--- config.mk ---
export PLATFORM = sky130hd
export DESIGN_NAME = rl_density_mon
export DESIGN_NICKNAME = d
export VERILOG_FILES = /design/src/rtl/rl_density_mon.sv
export SDC_FILE = /design/constraint.sdc
export NUM_CORES = 1
export LEC_CHECK = 0
export ABC_AREA = 1
export BUFFER_PORTS_ARGS = -buffer_cell sky130_fd_sc_hd__buf_4
export CORE_UTILIZATION = 40
export DETAILED_ROUTE_END_ITERATION = 8
export MAX_ROUTING_LAYER = met4
export PLACE_DENSITY = 0.56
export SYNTH_ARGS = -nofsm -noshare
export SYNTH_HDL_FRONTEND = slang
export SYNTH_SLANG_ARGS = --single-unit
export TNS_END_PERCENT = 10
--- constraint.sdc ---
create_clock -name clk -period 27.2 [get_ports clk]
set_input_delay 2.72 -clock clk [delete_from_list [all_inputs] [get_ports clk]]
set_output_delay 2.72 -clock clk [all_outputs]
set_load 0.02 [all_outputs]
--- src/rtl/rl_density_mon.sv ---
module rl_density_mon #(
  parameter int W  = 20,
  parameter int CW = 16,
  parameter int TW = 8
) (
  input  logic          clk,
  input  logic          rst_n,
  input  logic          in_valid,
  input  logic [W-1:0]  in_data,
  input  logic [TW-1:0] thresh,
  input  logic [1:0]    scale_sel,
  input  logic          sticky_clr,
  output logic          viol_pulse,
  output logic          viol_sticky,
  output logic [CW-1:0] run_len
);

  localparam int EW   = TW + 3;
  localparam int CMPW = (CW > EW) ? CW : EW;
  localparam logic [CW-1:0] CMAX = {CW{1'b1}};
  localparam logic [TW-1:0] HALF = TW'(W / 2);

  logic          last_q, known_q;
  logic [CW-1:0] run_q;
  logic [CW-1:0] run_n;
  logic          last_n, hit;
  logic [TW-1:0] thr_fl;
  logic [EW-1:0] eff;

  assign thr_fl = (thresh < HALF) ? HALF : thresh;
  assign eff    = {3'b000, thr_fl} << scale_sel;

  always_comb begin
    logic k;
    run_n  = run_q;
    last_n = last_q;
    k      = known_q;
    hit    = 1'b0;
    for (int i = 0; i < W; i++) begin
      if (k && (in_data[i] == last_n))
        run_n = (run_n == CMAX) ? run_n : run_n + 1'b1;
      else
        run_n = CW'(1);
      last_n = in_data[i];
      k      = 1'b1;
      if (CMPW'(run_n) >= CMPW'(eff)) hit = 1'b1;
    end
  end

  always_ff @(posedge clk or negedge rst_n) begin
    if (!rst_n) begin
      run_q       <= '0;
      last_q      <= 1'b0;
      known_q     <= 1'b0;
      viol_pulse  <= 1'b0;
      viol_sticky <= 1'b0;
    end else begin
      viol_pulse <= in_valid && hit;
      if (in_valid) begin
        run_q   <= run_n;
        last_q  <= last_n;
        known_q <= 1'b1;
      end
      if (in_valid && hit)  viol_sticky <= 1'b1;
      else if (sticky_clr)  viol_sticky <= 1'b0;
    end
  end

  assign run_len = run_q;

  assert_pulse_sets_sticky_R9: assert property (@(posedge clk) disable iff (!rst_n)
    viol_pulse |-> viol_sticky);

  assert_sticky_holds_R9: assert property (@(posedge clk) disable iff (!rst_n)
    (viol_sticky && !sticky_clr) |=> viol_sticky);

  assert_clear_works_R9: assert property (@(posedge clk) disable iff (!rst_n)
    (sticky_clr && !in_valid) |=> !viol_sticky);

  assert_idle_quiet_R8: assert property (@(posedge clk) disable iff (!rst_n)
    !in_valid |=> (!viol_pulse && $stable(run_len)));

  assert_no_wrap_R7: assert property (@(posedge clk) disable iff (!rst_n)
    (in_valid && known_q && run_len == CMAX && in_data == {W{last_q}}) |=> run_len == CMAX);

  assert_run_nonzero_R2: assert property (@(posedge clk) disable iff (!rst_n)
    in_valid |=> run_len != '0);

endmodule

==> results of run 1 <==
## power by group
group | internal (mW) | switching [mW] | leakage [nW]
Clock | 0.0224 | 0.0116 | 0.0442
Combinational | 0.116 | 0.255 | 15.3
Sequential | 0.0314 | 0.00292 | 0.268
Total | 0.170 | 0.269 | 15.6
## critical path, delay by kind of cell
| kind | cells | cell delay [ps] |
|---|---|---|
| adder cells (fa/ha/maj) | 20 | 4650 |
| AND/OR/NAND/NOR | 117 | 14560 |
| AO/OA/AOI/OAI | 4 | 430 |
| buffers and inverters | 26 | 2850 |
## per-layer routing
metal	global-route usage	part of all wire
met1	0.4366	0.52
met2	0.4202	0.41
met3	0.02070	0.057
met4	0.05147	0.020
met5	-	0
## layout by cell type (no fill, tap or decap), types with 10 or more instances in the layout
| cell | Yosys | routed |
|---|---|---|
| nand2_1 | 1439 | 1435 |
| nand3_1 | 666 | 659 |
| inv_1 | 635 | 632 |
| nor2_1 | 541 | 536 |
| nand4_1 | 254 | 254 |
| ha_1 | 240 | 227 |
| buf_4 | 9 | 166 |
| a21oi_1 | 158 | 156 |
| nand2_2 | 147 | 151 |
| o21ai_0 | 109 | 103 |
| nand3_2 | 80 | 82 |
| nor2_2 | 74 | 69 |
| xor2_1 | 62 | 62 |
| nor2_4 | 52 | 62 |
| nor3_1 | 46 | 46 |
| inv_2 | 38 | 41 |
| nor4_1 | 28 | 28 |
| nand3b_1 | 25 | 25 |
| nand3_4 | 16 | 21 |
| nand2_4 | 20 | 20 |
| dfrtp_1 | 20 | 20 |
| a31oi_1 | 19 | 19 |
| o21bai_1 | 16 | 16 |
| o211ai_1 | 16 | 16 |
| or2_2 | 15 | 15 |
| a21o_1 | 14 | 14 |
| o21ai_1 | 13 | 13 |
| clkinv_1 | 11 | 11 |
| o21a_1 | 11 | 11 |
| and3_1 | 10 | 10 |
## worst max path at each step
| stage | start | end | slack, ps | depth (start not counted) |
|---|---|---|---|---|
| finish | in_data[0] | viol_sticky$_DFFE_PN0P_ | 2060 | 167 |
| global route | in_data[0] | viol_pulse$_DFF_PN0_ | -80 | 168 |
| CTS | in_data[0] | viol_sticky$_DFFE_PN0P_ | 20 | 165 |
| detailed placement | in_data[0] | viol_sticky$_DFFE_PN0P_ | -180 | 165 |
| global placement | in_data[0] | viol_sticky$_DFFE_PN0P_ | 680 | 166 |
| floorplan | in_data[0] | viol_sticky$_DFFE_PN0P_ | 5 | 192 |
## final cells by class
cell class              count  area [um2]
well taps                 855        1070
repair buffers            170        1309
fillers                  7381       36440
inverters                 689        2594
multi-input cells        4147       22930
flip-flops and latches     20       500.5
clock buffers               4       88.84
## per-stage QoR
stage               area, um2  setup WS (ps)  power (mW)
global placement        28010          675.1      0.3922
floorplan               26500          5.368      0.2819
finish                  28490           2062      0.4394
global route            28490         -75.56      0.4809
detailed placement      28010         -177.4      0.3906
CTS                     28100          18.55      0.4264
## cells by family after synthesis
group / count (synthesis)
xor+xnor: 71
buf+inv: 800
compound gates: 401
simple gates: 3433
fa+ha+maj: 240
flops: 20
mux: 2
## sequential cells by signal, indices dropped and copies added (netlist names)
| register | cells |
|---|---|
| known_q | 1 |
| last_q | 1 |
| run_len | 16 |
| viol_sticky | 1 |
| viol_pulse | 1 |
## timing repair
| item | CTS | global route |
|---|---|---|
| setup endpoints to repair | 0 | 18 |
| gates resized for setup | 0 | 48 |
| hold buffers | 0 | 0 |
| setup buffers | 0 | 21 |
==> results.rst, run 1 <==
.. list-table::
   :header-rows: 1

   * - Metric
     - Value
   * - Worst slew margin relative to its limit
     - 0.2400
   * - Dominant cell by count in the synthesized netlist
     - nand2_1
   * - Leading register cell type out of synthesis
     - dfrtp_1
   * - Worst hold slack across all endpoints
     - 517.9 ps
   * - DRC violation count after routing
     - 0
   * - Fraction of the mapped netlist area in compound gates
     - 0.08865
   * - Overall overflow remaining after global route
     - 0
   * - Post-layout min period
     - 25,140 ps
   * - Startpoint of the most critical hold path
     - known_q$_DFFE_PN0P_
   * - Vias in the first global route
     - 28,440
   * - Wire length per cell after detailed routing
     - 16.62 um
   * - CTS Buffer Depth
     - 2
   * - IO Count
     - 52
   * - Startpoint of the worst-slack reg-to-reg timing path
     - run_len[0]$_DFFE_PN0P_
   * - Setup TNS
     - 0 ps
   * - Worst path most repeated cell
     - nand2_1
   * - Post-Syn Instances
     - 4,967
   * - Worst Path Class, Setup
     - in2reg
   * - Total number of nets in the final design
     - 5,305
   * - # placed instances
     - 5,860
   * - Final setup violating endpoints
     - 0
   * - Crit path required time
     - 27,340 ps
   * - # rows
     - 93
   * - Max Clk Rate
     - 39.78 MHz
   * - Synth Area in Adders
     - 0.1134
   * - Share of the synthesized area in the top cell type
     - 0.2040
   * - Number of distinct standard cells referenced by the synthesized netlist
     - 68
   * - Max rail drop VDD
     - 0.02029 mV
   * - Post-Synthesis Cell Area
     - 26,480 um2
   * - Total clock buffers created by CTS
     - 3
   * - Synth Area in Simple Gates
     - 0.6269
   * - GP Congestion
     - 1.003
   * - Initial standard-cell utilization of the core
     - 0.4078
   * - Minimum setup slack among reg-to-reg paths
     - 3240 ps
   * - Core area
     - 64,930 um2
   * - Share of post-route cells with drive strength above 1
     - 0.1366
   * - Share of flip-flops with an asynchronous set or reset after synthesis
     - 1.000
   * - Post-route antenna net violation count
     - 0
   * - Synth-to-layout area growth
     - 7.608%
   * - Cell depth of the worst min-delay path
     - 1
   * - Detailed-route vias per instance
     - 5.424
   * - Proportion of synthesized chip area in sequential cells
     - 0.01890
   * - Syn nets
     - 5,241
   * - Run status
     - complete, no violations
   * - Reg2Reg Depth
     - 169
   * - Worst setup EP type
     - flop
   * - Type of element launching the critical path
     - primary input
   * - Xor and xnor fraction of the mapped netlist area
     - 0.02377
   * - Multiplexer area fraction after synthesis
     - 0.0007561
   * - Area of the die
     - 67,230 um2
   * - Part of the cycle the worst path needs
     - 0.9242
   * - Die X
     - 259.3 um
   * - Clock-pin slew on the worst setup and hold paths
     - 60 ps
   * - Worst-case clock skew
     - 4.013 ps
   * - Power Density
     - 15.42 nW/um2
   * - TritonCTS Sinks
     - 20
   * - Number of flops mapped to enable cells by yosys
     - 0
   * - Largest net degree at the start of global routing
     - 48
   * - Library cell with the largest summed area after synthesis
     - nand2_1
   * - Pins Over Slew Limit
     - 0
   * - Standby leakage power
     - 15.58 nW
   * - Root buffer selected by CTS
     - clkbuf_16
   * - Number of input and output port buffers inserted
     - 51
   * - First-pass GRT wire length
     - 154.8 mm
   * - Cell with the largest stage delay on the worst path
     - ha_2
   * - Overall die height
     - 259.3 um
   * - Slew of the pin with the lowest slew margin
     - 1130 ps
   * - Routed via count
     - 31,920
   * - Syn_area_per_cell
     - 5.331 um2
   * - Maximum single-stage delay on the critical path
     - 320 ps
   * - Final instance count without filler cells
     - 5,885
   * - Hold path endpoint
     - known_q$_DFFE_PN0P_
   * - Post-detailed-routing wire length
     - 97.80 mm
   * - Post-DP HPWL
     - 81.46 mm
   * - Number of levels the H-tree was split into
     - 1
   * - Number of endpoints with negative hold slack in the final report
     - 0
   * - Antenna violations before repair
     - 1
   * - Number of design-rule violations left by the first detailed-router iteration
     - 2,953
   * - Critical Path Fanout Max
     - 20
   * - Pre-Repair DR Iteration Count
     - 6
   * - Clock latency at the later pin of the worst-skew pair
     - 260 ps
   * - Largest family of logic cells by synthesized area
     - simple AND/OR/NAND/NOR gates
   * - Synth top cells by count
     - 1,439 x nand2_1, 666 x nand3_1, 635 x inv_1
   * - Total global-route track usage
     - 0.2905
   * - Register bit count reported by yosys
     - 20
   * - TritonCTS clock tree
     - built
   * - Total number of yosys warnings
     - 0
   * - Arrival time at the worst endpoint
     - 25,280 ps
   * - Endpoint of the lowest-slack register-to-register path
     - viol_sticky$_DFFE_PN0P_
   * - # Max-Cap Violations
     - 0
   * - N_diodes
     - 0
   * - Ranking of synthesized cells by area
     - nand2_1 20%, nand3_1 13%, ha_1 11%
   * - Type of the most critical hold path
     - reg2reg
   * - Utilization after layout
     - 0.4388
Note: power is estimated with default switching activity, not from simulation.
==> inputs of run 2 (changes only) <==
==> constraint.sdc (replaced) <==
create_clock -name clk -period 21.2 [get_ports clk]
set_input_delay 2.12 -clock clk [delete_from_list [all_inputs] [get_ports clk]]
set_output_delay 2.12 -clock clk [all_outputs]
set_load 0.02 [all_outputs]
==> run 2 against run 1 <==
Hold slack lost 1.6 ps; sequential share of layout area is 0.17 points lower; power grew 48%; first-iteration DRC count increased by 5.8%; register-to-register slack got worse by 2200 ps; wire length increased by 1.1%; cell area increased by 11%; final cell count is 4.4% higher; utilization increased by 4.7 points; count of clock-buffer cells in the layout unchanged.
==> results.rst, run 2 (same netlist as run 1, synthesis figures left out) <==
.. list-table::
   :header-rows: 1

   * - Metric
     - Value
   * - Run status
     - complete, no violations
   * - Number of levels the H-tree was split into
     - 1
   * - TritonCTS clock tree
     - built
   * - Post-detailed-routing wire length
     - 98.84 mm
   * - Maximum single-stage delay on the critical path
     - 300 ps
   * - Antenna violations before repair
     - 1
   * - Wire length per cell after detailed routing
     - 16.09 um
   * - Final instance count without filler cells
     - 6,143
   * - TritonCTS Sinks
     - 20
   * - Placement-stage worst setup slack
     - -206.2 ps
   * - Max rail drop VDD
     - 0.02731 mV
   * - Share of post-route cells with drive strength above 1
     - 0.2076
   * - Cell depth of the worst min-delay path
     - 1
   * - Design area
     - 31,540 um2
   * - Area of the die
     - 67,230 um2
   * - Total power
     - 0.6511 mW
   * - First-pass GRT wire length
     - 156.5 mm
   * - Crit path required time
     - 21,340 ps
   * - Worst setup EP type
     - flop
   * - Max Clk Rate
     - 48.19 MHz
   * - Arrival time at the worst endpoint
     - 20,890 ps
   * - Type of element launching the critical path
     - primary input
   * - Power Density
     - 20.65 nW/um2
   * - Worst Path Class, Setup
     - in2reg
   * - DRC violation count after routing
     - 0
   * - N_diodes
     - 0
   * - Reg2Reg Depth
     - 158
   * - Worst-case clock skew
     - 1.196 ps
   * - GP Congestion
     - 1.015
   * - Post-route antenna net violation count
     - 0
   * - Number of flip-flops under the largest register name
     - 16
   * - Hold path endpoint
     - known_q$_DFFE_PN0P_
   * - IO Count
     - 52
   * - Post-route setup slack
     - 450.9 ps
   * - # placed instances
     - 6,066
   * - Most used cells in the layout excluding fill and tap cells
     - 1,392 x nand2_1, 624 x nand3_1, 610 x inv_1
   * - Slew of the pin with the lowest slew margin
     - 1223 ps
   * - Critical Path Fanout Max
     - 9
   * - Number of design-rule violations left by the first detailed-router iteration
     - 3,123
   * - Unrepaired setup endpoints after global routing
     - true
   * - Root buffer selected by CTS
     - clkbuf_16
   * - Setup TNS
     - 0 ps
   * - Final setup violating endpoints
     - 0
   * - Largest net degree at the start of global routing
     - 52
   * - Type of the most critical hold path
     - reg2reg
   * - Detailed-route vias per instance
     - 5.368
   * - Synth-to-layout area growth
     - 19.10%
   * - Startpoint of the worst-slack reg-to-reg timing path
     - run_len[0]$_DFFE_PN0P_
   * - Total clock buffers created by CTS
     - 3
   * - Core area
     - 64,930 um2
   * - Post-DP HPWL
     - 81.36 mm
   * - CTS Buffer Depth
     - 2
   * - Worst path most repeated cell
     - nor2_4
   * - Clock-pin slew on the worst setup and hold paths
     - 50 ps
   * - Worst slew margin relative to its limit
     - 0.1771
   * - Die X
     - 259.3 um
   * - Total global-route track usage
     - 0.2913
   * - Overall die height
     - 259.3 um
   * - Initial standard-cell utilization of the core
     - 0.4078
   * - Cell with the largest stage delay on the worst path
     - ha_1
   * - Standby leakage power
     - 17.03 nW
   * - Endpoint of the lowest-slack register-to-register path
     - viol_sticky$_DFFE_PN0P_
   * - Total number of nets in the final design
     - 5,563
   * - Overall overflow remaining after global route
     - 0
   * - Part of the cycle the worst path needs
     - 0.9787
   * - Number of input and output port buffers inserted
     - 51
   * - Pins Over Slew Limit
     - 0
   * - Startpoint of the most critical hold path
     - known_q$_DFFE_PN0P_
   * - # rows
     - 93
   * - Vias in the first global route
     - 28,870
   * - # Max-Cap Violations
     - 0
   * - Post-layout min period
     - 20,750 ps
   * - Clock latency at the later pin of the worst-skew pair
     - 250 ps
   * - Area of placed instances
     - 30,180 um2
   * - Most common cell after layout, fill and taps aside
     - nand2_1
   * - Routed via count
     - 32,970
   * - Pre-Repair DR Iteration Count
     - 6
   * - Minimum setup slack among reg-to-reg paths
     - 1030 ps
   * - Number of endpoints with negative hold slack in the final report
     - 0
==> run 2: changes by cell type in the layout (fill, tap and decap cells not counted), moves of 13 or more <==
cell / before / now
nor2_1: 536 / 497
inv_1: 632 / 610
nand3_4: 21 / 36
ha_4: 4 / 19
buf_4: 166 / 407
inv_2: 41 / 55
nand3_1: 659 / 624
nand2_2: 151 / 179
nor2_4: 62 / 88
nor2_2: 69 / 82
nand2_1: 1435 / 1392
nand2_4: 20 / 35
nand3_2: 82 / 105
==> run 2: what timing repair did <==
action                                  4_1_cts  5_1_grt
endpoints found under the hold margin         0        0
endpoints found under the setup margin        1       18
hold buffers                                  0        0
gates cloned                                  0        9
buffers inserted                              0       64
gates resized for setup                       1      157
pin swaps                                     0      105
==> run 2: area by class of cell <==
cell class / instances / area [um2]
Clock buffer: 4 / 88.84
Fill cell: 7018 / 33390
Timing Repair Buffer: 425 / 3378
Multi-Input combinational cell: 4150 / 23880
Tap cell: 855 / 1070
Sequential cell: 20 / 500.5
Inverter: 689 / 2614
==> run 2: where the power goes <==
| part | switching (mW) | internal, mW | leakage (nW) |
|---|---|---|---|
| combinational | 0.363 | 0.202 | 16.7 |
| sequential | 0.00400 | 0.0403 | 0.268 |
| clock | 0.0129 | 0.0287 | 0.0442 |
| total | 0.380 | 0.271 | 17.0 |
==> run 2: routing by layer <==
layer	vias up	share of wire	track usage
met5	-	0	-
met2	999	0.41	0.4272
met3	81	0.059	0.01035
met1	14850	0.51	0.4463
met4	0	0.012	0.03219
li1	17050	-	-
==> run 2: critical path: cells and delay by family <==
kind | cells | cell delay (ps)
compound gates | 5 | 830
fa+ha+maj | 15 | 2670
buf+inv | 30 | 3240
simple gates | 105 | 11970
==> run 2: worst max-delay path by stage <==
stage | startpoint | end | slack, ps | cells past startpoint
detailed placement | in_data[0] | viol_sticky$_DFFE_PN0P_ | -210 | 160
finish | in_data[0] | viol_sticky$_DFFE_PN0P_ | 450 | 155
floorplan | in_data[0] | viol_sticky$_DFFE_PN0P_ | -2000 | 192
CTS | in_data[0] | viol_sticky$_DFFE_PN0P_ | 9 | 163
global placement | in_data[0] | viol_sticky$_DFFE_PN0P_ | 80 | 159
global route | in_data[0] | viol_pulse$_DFF_PN0_ | -950 | 166
==> run 2: metrics by stage <==
stage                     utilization  hold WS, ps
after global placement         0.4648        479.5
after floorplan                     -        439.4
after detailed placement       0.4648        478.4
after CTS                      0.4662        493.1
after global routing           0.4857        521.0
final                          0.4857        516.3
